==> src/rtl/oq_pkg.sv <==
package oq_pkg;

    typedef enum logic [7:0] {
        OP_LDI = 8'h01,
        OP_ADD = 8'h02,
        OP_SUB = 8'h03,
        OP_MUL = 8'h04,
        OP_NEG = 8'h05,
        OP_DUP = 8'h06,
        OP_EXT = 8'h07
    } opcode_e;

    typedef enum logic [2:0] {
        K_NONE,
        K_LOAD,
        K_BIN,
        K_UN,
        K_COPY,
        K_PREFIX
    } kind_e;

    typedef enum logic [2:0] {
        AL_ADD,
        AL_SUB,
        AL_MUL,
        AL_NEG,
        AL_PASS
    } alu_op_e;

    typedef enum logic {
        PF_IDLE,
        PF_HELD
    } pf_state_e;

endpackage

==> src/rtl/oq_decode.sv <==
module oq_decode
    import oq_pkg::*;
(
    input  logic [7:0] opcode,
    output kind_e      kind,
    output alu_op_e    aop
);
    always_comb begin
        kind = K_NONE;
        aop  = AL_PASS;
        unique case (opcode)
            OP_LDI: begin kind = K_LOAD;   aop = AL_PASS; end
            OP_ADD: begin kind = K_BIN;    aop = AL_ADD;  end
            OP_SUB: begin kind = K_BIN;    aop = AL_SUB;  end
            OP_MUL: begin kind = K_BIN;    aop = AL_MUL;  end
            OP_NEG: begin kind = K_UN;     aop = AL_NEG;  end
            OP_DUP: begin kind = K_COPY;   aop = AL_PASS; end
            OP_EXT: begin kind = K_PREFIX; aop = AL_PASS; end
            default: begin kind = K_NONE;  aop = AL_PASS; end
        endcase
    end
endmodule

==> src/rtl/oq_prefix.sv <==
module oq_prefix
    import oq_pkg::*;
#(
    parameter int DW  = 32,
    parameter int FW  = 8,
    localparam int XW = DW - FW
) (
    input  logic          clk,
    input  logic          rst_n,
    input  logic          take,
    input  logic          is_prefix,
    input  logic [FW-1:0] field,
    output logic [DW-1:0] arg
);
    pf_state_e state, state_nx;
    logic [XW-1:0] ext_q;

    always_comb begin
        state_nx = state;
        unique case (state)
            PF_IDLE: if (take && is_prefix)  state_nx = PF_HELD;  // capture
            PF_HELD: if (take && !is_prefix) state_nx = PF_IDLE;  // consume
            default: state_nx = PF_IDLE;
        endcase
    end

    always_ff @(posedge clk) begin
        if (!rst_n) state <= PF_IDLE;
        else        state <= state_nx;
    end

    always_ff @(posedge clk) begin
        if (!rst_n) begin
            ext_q <= '0;
        end else if (take && is_prefix) begin
            if (state == PF_HELD) ext_q <= {ext_q[XW-FW-1:0], field};  // chain
            else                  ext_q <= {{(XW-FW){1'b0}}, field};
        end
    end

    always_comb begin
        unique case (state)
            PF_HELD: arg = {ext_q, field};
            default: arg = {{XW{1'b0}}, field};
        endcase
    end

    a_r6_prefix_consumed: assert property (@(posedge clk) disable iff (!rst_n)
        (take && !is_prefix) |=> (state == PF_IDLE));
endmodule

==> src/rtl/oq_alu.sv <==
module oq_alu
    import oq_pkg::*;
#(
    parameter int DW = 32
) (
    input  alu_op_e       aop,
    input  logic [DW-1:0] a,
    input  logic [DW-1:0] b,
    output logic [DW-1:0] y
);
    always_comb begin
        unique case (aop)
            AL_ADD:  y = a + b;
            AL_SUB:  y = a - b;
            AL_MUL:  y = a * b;
            AL_NEG:  y = '0 - b;
            default: y = b;
        endcase
    end
endmodule

==> src/rtl/oq_ring.sv <==
module oq_ring #(
    parameter int DW    = 32,
    parameter int DEPTH = 16,
    localparam int PW   = $clog2(DEPTH),
    localparam int CW   = PW + 1
) (
    input  logic          clk,
    input  logic          rst_n,
    input  logic          push,
    input  logic          pop,
    input  logic [DW-1:0] wdata,
    input  logic [PW-1:0] rd_off,
    output logic [DW-1:0] head_q,
    output logic [DW-1:0] far_q,
    output logic [CW-1:0] count
);
    logic [DW-1:0] mem [DEPTH];
    logic [PW-1:0] head, tail;
    logic [PW:0]   far_sum;
    logic [PW-1:0] far_addr;

    function automatic logic [PW-1:0] step(input logic [PW-1:0] p);
        return (p == PW'(DEPTH - 1)) ? '0 : p + 1'b1;
    endfunction

    always_comb begin
        far_sum  = {1'b0, head} + {1'b0, rd_off};
        far_addr = (far_sum >= (PW+1)'(DEPTH)) ? PW'(far_sum - (PW+1)'(DEPTH))
                                               : far_sum[PW-1:0];
    end

    assign head_q = mem[head];
    assign far_q  = mem[far_addr];

    always_ff @(posedge clk) begin
        if (push) mem[tail] <= wdata;
    end

    always_ff @(posedge clk) begin
        if (!rst_n) begin
            head  <= '0;
            tail  <= '0;
            count <= '0;
        end else begin
            if (push) tail <= step(tail);
            if (pop)  head <= step(head);
            count <= count + CW'(push) - CW'(pop);
        end
    end

    a_r7_count_bound: assert property (@(posedge clk) disable iff (!rst_n)
        count <= CW'(DEPTH));
    a_r9_ptr_gap: assert property (@(posedge clk) disable iff (!rst_n)
        (count != CW'(DEPTH)) |-> (PW'(tail - head) == count[PW-1:0]));
endmodule

==> src/rtl/oq_exec.sv <==
module oq_exec
    import oq_pkg::*;
#(
    parameter int DW    = 32,
    parameter int IW    = 16,
    parameter int DEPTH = 16,
    localparam int FW   = IW / 2,
    localparam int PW   = $clog2(DEPTH),
    localparam int CW   = PW + 1
) (
    input  logic          clk,
    input  logic          rst_n,
    input  logic          in_valid,
    input  logic [IW-1:0] in_instr,
    output logic          res_valid,
    output logic [DW-1:0] res_data,
    output logic          ovf_flag,
    output logic          unf_flag,
    output logic [CW-1:0] occupancy,
    output logic [DW-1:0] head_data
);
    kind_e         kind;
    alu_op_e       aop;
    logic [DW-1:0] arg, head_q, far_q, alu_b, alu_y;
    logic          reads_far, wants_pop, wants_push, unf_c, ovf_c, go;

    oq_decode u_dec (
        .opcode (in_instr[IW-1:FW]),
        .kind   (kind),
        .aop    (aop)
    );

    oq_prefix #(.DW(DW), .FW(FW)) u_pfx (
        .clk       (clk),
        .rst_n     (rst_n),
        .take      (in_valid),
        .is_prefix (kind == K_PREFIX),
        .field     (in_instr[FW-1:0]),
        .arg       (arg)
    );

    always_comb begin
        reads_far  = (kind == K_BIN) || (kind == K_UN) || (kind == K_COPY);
        wants_pop  = (kind == K_BIN) ||
                     (((kind == K_UN) || (kind == K_COPY)) && (arg == '0));
        wants_push = reads_far || (kind == K_LOAD);
        unf_c      = in_valid && reads_far && (arg >= DW'(occupancy));
        ovf_c      = in_valid && !unf_c && wants_push && !wants_pop &&
                     (occupancy == CW'(DEPTH));
        go         = in_valid && wants_push && !unf_c && !ovf_c;
        alu_b      = (kind == K_LOAD) ? arg : far_q;
    end

    oq_alu #(.DW(DW)) u_alu (
        .aop (aop),
        .a   (head_q),
        .b   (alu_b),
        .y   (alu_y)
    );

    oq_ring #(.DW(DW), .DEPTH(DEPTH)) u_ring (
        .clk    (clk),
        .rst_n  (rst_n),
        .push   (go),
        .pop    (go && wants_pop),
        .wdata  (alu_y),
        .rd_off (arg[PW-1:0]),
        .head_q (head_q),
        .far_q  (far_q),
        .count  (occupancy)
    );

    assign head_data = head_q;

    always_ff @(posedge clk) begin
        if (!rst_n) begin
            res_valid <= 1'b0;
            res_data  <= '0;
            ovf_flag  <= 1'b0;
            unf_flag  <= 1'b0;
        end else begin
            res_valid <= go;
            res_data  <= go ? alu_y : res_data;
            ovf_flag  <= ovf_c;
            unf_flag  <= unf_c;
        end
    end

    a_r8_flags_exclusive: assert property (@(posedge clk) disable iff (!rst_n)
        !(ovf_flag && unf_flag));
    a_r7_ovf_only_full: assert property (@(posedge clk) disable iff (!rst_n)
        ovf_flag |-> (occupancy == CW'(DEPTH)));
    a_r8_unf_holds_count: assert property (@(posedge clk) disable iff (!rst_n)
        unf_flag |-> (occupancy == $past(occupancy)));
    a_r2_load_grows: assert property (@(posedge clk) disable iff (!rst_n)
        (in_valid && in_instr[IW-1:FW] == OP_LDI && occupancy < CW'(DEPTH))
        |=> (occupancy == $past(occupancy) + 1'b1));
    a_r6_prefix_silent: assert property (@(posedge clk) disable iff (!rst_n)
        (in_valid && in_instr[IW-1:FW] == OP_EXT) |=> (!res_valid && $stable(occupancy)));
endmodule

==> config.mk <==
export PLATFORM = sky130hd
export DESIGN_NAME = oq_exec
export DESIGN_NICKNAME = d
export VERILOG_FILES = /design/src/rtl/oq_pkg.sv /design/src/rtl/oq_decode.sv /design/src/rtl/oq_prefix.sv /design/src/rtl/oq_alu.sv /design/src/rtl/oq_ring.sv /design/src/rtl/oq_exec.sv
export SDC_FILE = /design/constraint.sdc
export NUM_CORES = 2
export LEC_CHECK = 0
export BUFFER_PORTS_ARGS = -buffer_cell sky130_fd_sc_hd__buf_2
export CAP_MARGIN = 30
export CORE_AREA = 2 2 271 273
export CTS_CLUSTER_SIZE = 25
export DETAILED_ROUTE_END_ITERATION = 6
export DIE_AREA = 0 0 273 275
export PLACE_DENSITY_LB_ADDON = 0.15
export SLEW_MARGIN = 20
export SYNTH_ARGS = -nofsm -noshare
export SYNTH_HDL_FRONTEND = slang
export SYNTH_SLANG_ARGS = --single-unit
==> constraint.sdc <==
create_clock -name clk -period 37.5 [get_ports clk]
set_clock_uncertainty 0.15 [all_clocks]
set_input_delay 7.5 -clock clk [delete_from_list [all_inputs] [get_ports clk]]
set_output_delay 7.5 -clock clk [all_outputs]
set_load 0.05 [all_outputs]
==> run_results.csv <==
group,metric,value,unit
sta,setup_slack,17890,ps
synth,syn_area,46500,um2
layout,layout-drive-gt1-share,16.6,%
placement,pre_cts_slack,17680,ps
synth,synth_nets,4606,
global_route,met3_usage,10.0,%
clock_tree,htree_levels,2,
min_path,hold_class,"register to register",
layout,stdcell_area,50000,um2
clock_tree,hold_buffers,0,
clock_tree,clk_pin_slew_worst_paths,70,ps
clock_tree,cts_sinks,589,
synth,yosys.area.top_type,"edfxtp_1",
synth,synth_common_cells,"edfxtp_1 (512), inv_1 (503), nor2_1 (416)",
clock_tree,cts_tree,"done",
sta,max-slew-margin-rel,30.3,%
global_route,grt_pass1_wl,226,mm
global_route,busiest_layer,"met2",
setup_path,timing.rr.end,"u_ring.mem[3][26]",
setup_path,cp_max_fo,39,
run,cap_violations,0,
floorplanning,fp.coreArea,72300,um2
global_route,antenna_found_initial,3,
floorplanning,ios,91,
setup_path,endpoint,"u_ring.mem[3][26]",
setup_path,max_stage_delay,1050,ps
synth,synth_edf_count,512,
outcome,outcome,"complete, but fails checks",
route,wirelength,155,mm
placement,gp_congestion,1.02,
route,drt-pass1-iter-count,7,
synth,ys_seq_area_share,36.4,%
global_route,grt_use_total,41.9,%
synth,synthMostInstantiatedCell,"edfxtp_1",
sta,finalSetupTns,0,ps
route,drt-initial-drc-count,4858,
setup_path,critical_path_class,"input port to register",
clock_tree,post-cts-setup-buffers,0,
synth,synth_cell_types,83,
synth,syn_avg_cell_area,11.7,um2
placement,io_buffer_count,90,
setup_path,crit_path_start_kind,"input port",
sta,hold_viol_final,0,
setup_path,path_common_cell,"fa_1",
placement,dpl-instance-area,48200,um2
synth,synthCells,3971,
global_route,grt_pass1_vias,34800,
synth,yosys_warnings,0,
synth,ys_ff_latch,589,
setup_path,regToRegStartpoint,"u_ring.head[0]",
sta,post-route-period-util,52.3,%
global_route,grt_max_degree,103,
setup_path,worstRegToRegCells,34,
sta,max_freq,51.0,MHz
route,vias,34600,
clock_tree,cts_inserted_buffers,53,
sta,tightest_slew,1040,ps
global_route,grtUsageMet1,53.7,%
clock_tree,cts_resized,0,
route,wl_per_cell,30.7,um
global_route,gr-total-overflow,0,
outcome,violations,"DRC",
synth,synth_flop_cell,"edfxtp_1",
clock_tree,clkLatencyLatePin,610,ps
layout,area_growth,7.70,%
floorplanning,initial_core_util,64.2,%
route,final_antenna_net_count,0,
sta,setup_viol,0,
route,post-route-drc-count,1,
route,viasPerCell,6.86,
synth,yosysTopAreaCellShare,33.1,%
setup_path,cp_slowest_cell,"fa_4",
floorplanning,rows,99,
clock_tree,cts-root-buf,"clkbuf_16",
floorplanning,die_area,75100,um2
sta,rsz0062_at_grt,"false",
placement,post-dp-hpwl,103,mm
clock_tree,cts.path.max_buffers,3,
floorplanning,die_h,275,um
floorplanning,dieWidth,273,um
synth,synthTopCellsByArea,"edfxtp_1 (33%), fa_1 (18%), mux4_2 (13%), ha_1 (5.5%), inv_1 (4.1%)",
global_route,use_met2,65.2,%
setup_path,crit_arrival,19770,ps
synth,async_flop_share,0,%
setup_path,crit_required,37660,ps
setup_path,cp-end-kind,"register",
sta,post-route-min-period,19610,ps
layout,nNetsFinal,4666,
setup_path,r2r_slack,24470,ps
setup_path,critPathLaunch,"in_instr[0]",
sta,maxSlewViolCount,0,
## registers in the layout, indices dropped and copies added (netlist names), named ones only
signal,flops
u_ring.count,5
u_ring.tail,4
u_ring.mem,512
unf_flag,1
ovf_flag,1
res_data,32
u_pfx.ext_q,24
res_valid,1
u_ring.head,4
## per-stage QoR
stage	hold WS, ps	utilization, %	std cells
3_3_place_gp	290	66.6	4931
2_1_floorplan	295	-	3971
5_1_grt	332	69.2	5035
4_1_cts	309	69.1	5034
3_5_place_dp	298	66.6	4934
6_report	307	69.2	5036
## metal layers
layer | part of all wire (%) | up-vias
met5 | 0.028 | -
met4 | 7.7 | 6
met3 | 13 | 637
met2 | 45 | 2668
met1 | 34 | 17300
li1 | - | 13900
## placed cells by master (no fill, tap or decap), drive strengths merged, types with 12 or more instances in the layout
cell    Yosys  layout
mux2       18      18
o21ai     100     100
clkbuf    123      62
nor3       22      22
xor2       41      41
nand2b     15      15
clkinv     18      38
a221oi     19      19
and3       47      47
nand3      92      92
ha        204     204
dfxtp      77      77
mux2i      24      24
nand2     376     376
o22ai      12      12
nor2      418     418
o21bai     19      19
a21o       41      41
a211oi     35      35
and2       37      37
nor2b      30      30
a21oi     162     162
inv       508     514
edfxtp    512     512
buf        87     215
xnor2     100     100
a31oi      25      25
mux4      262     262
fa        412     412
## worst min-delay path by stage
| stage | to | cells after the start | slack [ps] | startpoint |
|---|---|---|---|---|
| global placement | res_data[26] | 2 | 290 | res_data[26] |
| global route | res_data[26] | 2 | 330 | res_data[26] |
| finish | res_data[22] | 2 | 310 | res_data[22] |
| detailed placement | res_data[19] | 2 | 300 | res_data[19] |
| CTS | res_data[19] | 2 | 310 | res_data[19] |
| floorplan | u_pfx.ext_q[20] | 2 | 290 | u_pfx.ext_q[20] |
## critical path: cells and delay by family
kind                     cells  cell delay [ps]
AO/OA/AOI/OAI                9             3620
buffers and inverters        9             2370
XOR/XNOR                     1              230
adder cells (fa/ha/maj)     11             4970
AND/OR/NAND/NOR              4              650
multiplexers                 1              320
## cells by family (layout without fill, tap and decap cells)
logic type | Yosys count | after routing | synth area share, %
muxes | 304 | 304 | 13.7
buffers and inverters | 736 | 841 | 6.60
DFF | 589 | 589 | 36.4
xor gates and xnor gates | 145 | 145 | 2.85
AOI/OAI and AO/OA | 507 | 507 | 7.24
adders and majority gates | 616 | 616 | 23.2
other | 0 | 1 | 0
and+or+nand+nor | 1074 | 1074 | 9.99
## final cells by class
class / count / area, um2
Timing Repair Buffer: 215 / 1410
Clock inverter: 38 / 439
Tap cell: 959 / 1200
Fill cell: 5311 / 22300
Sequential cell: 589 / 16900
Multi-Input combinational cell: 2646 / 26700
Clock buffer: 62 / 1410
Inverter: 526 / 1970
Antenna cell: 1 / 2.50
Power is left out: the tool's default activity adds up to more than one toggle a clock period on the data nets, which glitch-free logic cannot reach.
